`config.mk`:
```
export PLATFORM = sky130hd
export DESIGN_NAME = bitmask_write_merge
export DESIGN_NICKNAME = d
export VERILOG_FILES = /design/src/rtl/bwm_pkg.sv /design/src/rtl/bwm_bank_ctrl.sv /design/src/rtl/bwm_merge_dp.sv /design/src/rtl/bitmask_write_merge.sv
export SDC_FILE = /design/constraint.sdc
export NUM_CORES = 1
export LEC_CHECK = 0
export BUFFER_PORTS_ARGS = -buffer_cell sky130_fd_sc_hd__buf_4
export CAP_MARGIN = 15
export CORE_ASPECT_RATIO = 1.4
export CORE_MARGIN = 5
export CORE_UTILIZATION = 48
export CTS_CLUSTER_DIAMETER = 150
export DETAILED_ROUTE_END_ITERATION = 10
export PLACE_DENSITY = 0.82
export SYNTH_ARGS = -nofsm -noshare
export SYNTH_HDL_FRONTEND = slang
export SYNTH_SLANG_ARGS = --single-unit
export TNS_END_PERCENT = 100
```
`constraint.sdc`:
```
create_clock -name clk -period 1.8 [get_ports clk]
set_input_delay 0.09 -clock clk [delete_from_list [all_inputs] [get_ports clk]]
set_output_delay 0.09 -clock clk [all_outputs]
set_load 0.05 [all_outputs]
```
`src/rtl/bwm_pkg.sv`:
```
package bwm_pkg;
  parameter int DEF_DATA_W    = 32;
  parameter int DEF_LANE_W    = 8;
  parameter int DEF_NUM_BANKS = 2;

  // strobes passed from the bank control to the merge datapath
  typedef struct packed {
    logic latch;       // a write beat is present this cycle
    logic cellGo;      // at least one lane open: raise the cell strobe
    logic useBitMask;  // addressed bank was opened with bit masking
  } wrStrobe_t;
endpackage

```
`src/rtl/bwm_bank_ctrl.sv`:
```
module bwm_bank_ctrl
  import bwm_pkg::*;
#(
  parameter int NUM_BANKS = DEF_NUM_BANKS,
  parameter int NUM_LANES = DEF_DATA_W / DEF_LANE_W,
  localparam int BANK_W   = (NUM_BANKS > 1) ? $clog2(NUM_BANKS) : 1
) (
  input  logic                 clk,
  input  logic                 rstN,
  input  logic                 actValid,
  input  logic [BANK_W-1:0]    actBank,
  input  logic                 actMaskedWe,
  input  logic                 preValid,
  input  logic [BANK_W-1:0]    preBank,
  input  logic                 preAll,
  input  logic                 wrValid,
  input  logic [BANK_W-1:0]    wrBank,
  input  logic [NUM_LANES-1:0] wrDqm,
  output wrStrobe_t            strb
);

  logic [NUM_BANKS-1:0] wpbFlag;

  // one mode flag per bank; precharge has priority over activate
  for (genvar b = 0; b < NUM_BANKS; b++) begin : g_bank
    logic preHit, actHit;
    assign preHit = preAll || (preValid && (preBank == BANK_W'(b)));
    assign actHit = actValid && (actBank == BANK_W'(b));

    always_ff @(posedge clk) begin
      if (!rstN)       wpbFlag[b] <= 1'b0;
      else if (preHit) wpbFlag[b] <= 1'b0;
      else if (actHit) wpbFlag[b] <= actMaskedWe;
    end
  end

  always_comb begin
    strb.latch      = wrValid;
    strb.cellGo     = wrValid && !(&wrDqm);
    strb.useBitMask = wpbFlag[wrBank];
  end

  // a precharged bank ends with its flag clear
  p_pre_clears_r6: assert property (@(posedge clk) disable iff (!rstN)
    preValid |=> !wpbFlag[$past(preBank)]);

  // precharge-all clears every flag
  p_pre_all_r6: assert property (@(posedge clk) disable iff (!rstN)
    preAll |=> (wpbFlag == '0));

  // an uncontested masked activate sets the flag
  p_act_sets_r6: assert property (@(posedge clk) disable iff (!rstN)
    (actValid && actMaskedWe && !preAll && !(preValid && preBank == actBank))
      |=> wpbFlag[$past(actBank)]);

  // a bank without any event keeps its flag
  p_flag_hold_r6: assert property (@(posedge clk) disable iff (!rstN)
    (!actValid && !preValid && !preAll) |=> $stable(wpbFlag));

endmodule

```
`src/rtl/bwm_merge_dp.sv`:
```
module bwm_merge_dp
  import bwm_pkg::*;
#(
  parameter int DATA_W    = DEF_DATA_W,
  parameter int LANE_W    = DEF_LANE_W,
  localparam int NUM_LANES = DATA_W / LANE_W
) (
  input  logic                 clk,
  input  logic                 rstN,
  input  wrStrobe_t            strb,
  input  logic [NUM_LANES-1:0] wrDqm,
  input  logic [DATA_W-1:0]    wrData,
  input  logic [DATA_W-1:0]    oldWord,
  input  logic                 maskLoad,
  input  logic [DATA_W-1:0]    maskData,
  output logic                 cellWe,
  output logic [DATA_W-1:0]    mergedWord
);

  logic [DATA_W-1:0] maskReg;
  logic [DATA_W-1:0] laneEn;
  logic [DATA_W-1:0] bitEn;
  logic [DATA_W-1:0] mergeNext;

  // bit-mask register: all ones after reset blocks nothing
  always_ff @(posedge clk) begin
    if (!rstN)         maskReg <= '1;
    else if (maskLoad) maskReg <= maskData;
  end

  // widen each lane mask bit to its byte
  for (genvar l = 0; l < NUM_LANES; l++) begin : g_lane
    assign laneEn[l*LANE_W +: LANE_W] = {LANE_W{~wrDqm[l]}};
  end

  always_comb begin
    bitEn     = laneEn & (strb.useBitMask ? maskReg : '1);
    mergeNext = (wrData & bitEn) | (oldWord & ~bitEn);
  end

  always_ff @(posedge clk) begin
    if (!rstN) begin
      cellWe     <= 1'b0;
      mergedWord <= '0;
    end else begin
      cellWe     <= strb.cellGo;
      mergedWord <= strb.latch ? mergeNext : '0;
    end
  end

  // no beat, nothing written
  p_idle_quiet_r2: assert property (@(posedge clk) disable iff (!rstN)
    !strb.latch |=> (!cellWe && mergedWord == '0));

  // all lanes blocked drops the strobe and returns the old word
  p_all_lanes_off_r7: assert property (@(posedge clk) disable iff (!rstN)
    (strb.latch && (&wrDqm)) |=> (!cellWe && mergedWord == $past(oldWord)));

  // a blocked lane keeps its stored byte
  for (genvar l = 0; l < NUM_LANES; l++) begin : g_lane_chk
    p_lane_keep_r3: assert property (@(posedge clk) disable iff (!rstN)
      (strb.latch && wrDqm[l]) |=>
        (mergedWord[l*LANE_W +: LANE_W] == $past(oldWord[l*LANE_W +: LANE_W])));
  end

  // normal bank with all lanes open writes the whole new word
  p_mask_ignored_r4: assert property (@(posedge clk) disable iff (!rstN)
    (strb.latch && !strb.useBitMask && wrDqm == '0) |=> (mergedWord == $past(wrData)));

  // masked bank keeps every bit whose mask bit is 0
  p_bit_keep_r5: assert property (@(posedge clk) disable iff (!rstN)
    (strb.latch && strb.useBitMask) |=>
      ((mergedWord & ~$past(maskReg)) == ($past(oldWord) & ~$past(maskReg))));

endmodule

```
`src/rtl/bitmask_write_merge.sv`:
```
module bitmask_write_merge
  import bwm_pkg::*;
#(
  parameter int DATA_W    = DEF_DATA_W,
  parameter int LANE_W    = DEF_LANE_W,
  parameter int NUM_BANKS = DEF_NUM_BANKS,
  localparam int NUM_LANES = DATA_W / LANE_W,
  localparam int BANK_W    = (NUM_BANKS > 1) ? $clog2(NUM_BANKS) : 1
) (
  input  logic                 clk,
  input  logic                 rstN,
  input  logic                 actValid,
  input  logic [BANK_W-1:0]    actBank,
  input  logic                 actMaskedWe,
  input  logic                 preValid,
  input  logic [BANK_W-1:0]    preBank,
  input  logic                 preAll,
  input  logic                 maskLoad,
  input  logic [DATA_W-1:0]    maskData,
  input  logic                 wrValid,
  input  logic [BANK_W-1:0]    wrBank,
  input  logic [DATA_W-1:0]    wrData,
  input  logic [NUM_LANES-1:0] wrDqm,
  input  logic [DATA_W-1:0]    oldWord,
  output logic                 cellWe,
  output logic [DATA_W-1:0]    mergedWord
);

  wrStrobe_t strb;

  bwm_bank_ctrl #(
    .NUM_BANKS (NUM_BANKS),
    .NUM_LANES (NUM_LANES)
  ) u_ctrl (
    .clk         (clk),
    .rstN        (rstN),
    .actValid    (actValid),
    .actBank     (actBank),
    .actMaskedWe (actMaskedWe),
    .preValid    (preValid),
    .preBank     (preBank),
    .preAll      (preAll),
    .wrValid     (wrValid),
    .wrBank      (wrBank),
    .wrDqm       (wrDqm),
    .strb        (strb)
  );

  bwm_merge_dp #(
    .DATA_W (DATA_W),
    .LANE_W (LANE_W)
  ) u_dp (
    .clk        (clk),
    .rstN       (rstN),
    .strb       (strb),
    .wrDqm      (wrDqm),
    .wrData     (wrData),
    .oldWord    (oldWord),
    .maskLoad   (maskLoad),
    .maskData   (maskData),
    .cellWe     (cellWe),
    .mergedWord (mergedWord)
  );

endmodule

```
==> flow_metrics.py <==
metrics = {
    "status": {
        "status": "complete, no violations",
    },
    "global_route": {
        "grt.overflow.total": 0,
        "first_global_vias": 3729,
        "grt_max_degree": 37,
        "grt_pass1_wl_mm": 17.2,
        "grt_usage_pct": 24.6,
        "antenna_found_initial": 0,
    },
    "min_path": {
        "min_path_cells": 3,
        "hp-class": "in2reg",
    },
    "sta": {
        "finalCriticalPeriod_ns": 1.43,
        "setup_viol": 0,
        "period_share_pct": 79.4,
        "finalMaxSlewViolations": 0,
        "slew_headroom_pct": 60.2,
        "setup_tns_ns": 0,
        "max_clock_freq_ghz": 0.700,
        "clock_skew_ns": 0.0114,
        "tightest_slew_ns": 0.597,
        "grt_setup_unrepaired": "no",
        "hold_viol": 0,
    },
    "critical_path": {
        "startpoint": "u_ctrl.wpbFlag[1]",
        "critPathTopFamily": "simple AND/OR/NAND/NOR gates",
        "startpoint_type": "flop",
        "r2r_cells": 4,
        "crit_path_end_kind": "flop",
        "reg2reg_from": "u_ctrl.wpbFlag[1]",
        "required_ns": 2.01,
        "critPathMaxStageDelay_ns": 0.37,
        "regToRegEndpoint": "u_dp.mergedWord[28]",
        "path_depth": 4,
        "critical_path.max_fanout": 34,
        "worstSetupEndpoint": "u_dp.mergedWord[28]",
        "regToRegSetupSlack_ns": 0.37,
        "slowest_stage": "or3_1",
        "path_class": "reg2reg",
        "crit_chain": "mux2i_4 -> buf_4 -> nor4b_1 -> or3_1",
        "crit_buf_inv": 1,
        "arrival_ns": 1.64,
    },
    "routing": {
        "wirelength_mm": 11.0,
        "ant_nets": 0,
        "via_per_inst": 5.88,
        "wl_per_cell_um": 17.5,
        "first_pass_iters": 4,
        "num_vias": 3708,
        "remaining_drc_errors": 0,
        "drt_iter0_drc": 219,
    },
    "floorplanning": {
        "ios": 144,
        "die_area_um2": 8910,
        "num_rows": 36,
        "dieWidth_um": 81.2,
        "core_area_um2": 6940,
        "start_util_pct": 49.1,
        "die_y_um": 110,
    },
    "placement": {
        "hpwlAfterDp_mm": 7.24,
        "io_buffers": 143,
        "place_congestion": 0.781,
    },
    "final_layout": {
        "antenna_cells": 0,
        "final_nets": 642,
        "area_growth_pct": 54.6,
        "drive_gt1_share_pct": 31.5,
    },
    "synth": {
        "synth_top_area_share_pct": 39.4,
        "yosysUniqueCellTypes": 26,
        "synthTopCellsByArea": "dfxtp_1, mux2i_1, and4b_1",
        "syn_area_um2": 3410,
        "avgSynthCellArea_um2": 9.76,
        "ys_ff_latch": 67,
        "synth_edf_count": 0,
        "synth_largest_area_cell": "dfxtp_1",
        "yosysSeqAreaShare_pct": 39.4,
        "yosys_most_used_dff": "dfxtp_1",
        "async_flop_share_pct": 0,
        "synthesis.instances": 349,
        "yosys_warnings": 0,
        "syn_nets": 460,
    },
    "clock_network": {
        "clk_path_buf_depth": 2,
        "htreeDepth": 3,
        "cts_root_buf": "clkbuf_8",
        "cts_tree": "done",
        "cts_buffers": 9,
        "cts-resized-gates": 0,
        "cts.clk_slew.worst_paths_ns": 0.07,
        "clock-sinks": 67,
        "clk-insertion-delay-late_ns": 0.34,
    },
    "power": {
        "ir_drop_v": 0.000477,
        "cellLeakagePower_uw": 0.00240,
        "total_power_uw": 3790,
        "cellPowerDensity_nw_per_um2": 719,
    },
    "job": {
        "cap_violations": 0,
    },
}
power breakdown:
part	switching [µW]	total [µW]	internal (µW)	leakage (µW)
clock network	576	1250	674	0.0000905
logic	474	910	437	0.00175
registers	47.3	1630	1580	0.000554
total	1100	3790	2690	0.00240
metal layers:
layer	global-route usage (%)	share of wire (%)	vias up
met5	0	0	-
met4	13.4	3.9	0
met3	3.77	5.5	36
met2	44.1	54	154
met1	27.3	37	1763
li1	-	-	1755
final cells by class:
cell class | count | area (µm²)
Multi-Input combinational cell | 244 | 1890
Timing Repair Buffer | 209 | 1710
Fill cell | 529 | 1670
Sequential cell | 67 | 1340
Clock buffer | 10 | 138
Tap cell | 95 | 119
Clock inverter | 6 | 65.1
worst reg2reg max path, cell delays in order (launching register included):
cell and delay [ns]:
dfxtp_1 0.33, mux2i_4 0.17, buf_4 0.33, nor4b_1 0.10, or3_1 0.37
Yosys cell counts (2+ instances only):
cell and count:
dfxtp_1 67, buf_1 2, and4b_1 32, mux2i_1 33
buf_6 3, a32oi_1 25, nand4b_1 25, nand4_1 7
nand2_1 41, or3_1 7, nand2b_1 2, o22ai_1 7
nand3_1 25, clkbuf_1 26, or4b_1 25, buf_2 6
nor4b_1 7
cell families after synthesis:
logic type | share of synthesized area [%]
buf+inv | 5.18
simple gates | 36.7
mux | 10.4
compound gates | 8.37
flops | 39.4
worst min-delay path by stage:
stage	from	endpoint	slack, ns
floorplan	preValid	u_ctrl.wpbFlag[1]	0.20
global route	oldWord[13]	u_dp.mergedWord[13]	0.009
CTS	wrData[3]	u_dp.mergedWord[3]	0.002
detailed placement	maskData[7]	u_dp.maskReg[7]	0.31
finish	wrData[3]	u_dp.mergedWord[3]	0.02
global placement	maskData[11]	u_dp.maskReg[11]	0.31
metrics by stage:
step,worst slack (ns),cell area [µm²],instances,hold slack (ns),util (%)
final,0.371,5270,631,0.0165,75.9
after global routing,0.298,5270,631,0.00947,75.9
after CTS,0.368,5270,631,0.00203,75.9
after detailed placement,0.316,4480,557,0.310,64.6
after global placement,0.369,4480,557,0.305,64.6
after floorplan,0.507,3410,349,0.202,-
flip-flops by register name, summed over array words and instances, names as in the netlist:
signal           count
u_ctrl.wpbFlag       2
u_dp.maskReg        32
u_dp.cellWe          1
u_dp.mergedWord     32
timing repair:
item,CTS,global route
setup buffers,0,0
hold buffers,58,0
hold endpoints to repair,56,0
placed cells by master, fill, tap and decap left out, types with 2 or more instances in the layout:
master,n
nor4b_1,7
nand4_1,7
and4b_1,32
nand2_1,41
nand3_1,25
nand2b_1,2
clkinvlp_4,4
a32oi_1,25
o22ai_1,7
clkbuf_8,10
or3_1,7
nand4b_1,25
mux2i_1,33
buf_4,151
dfxtp_1,67
or4b_1,25
dlygate4sd3_1,58
Power figures use the tool's default switching activity.
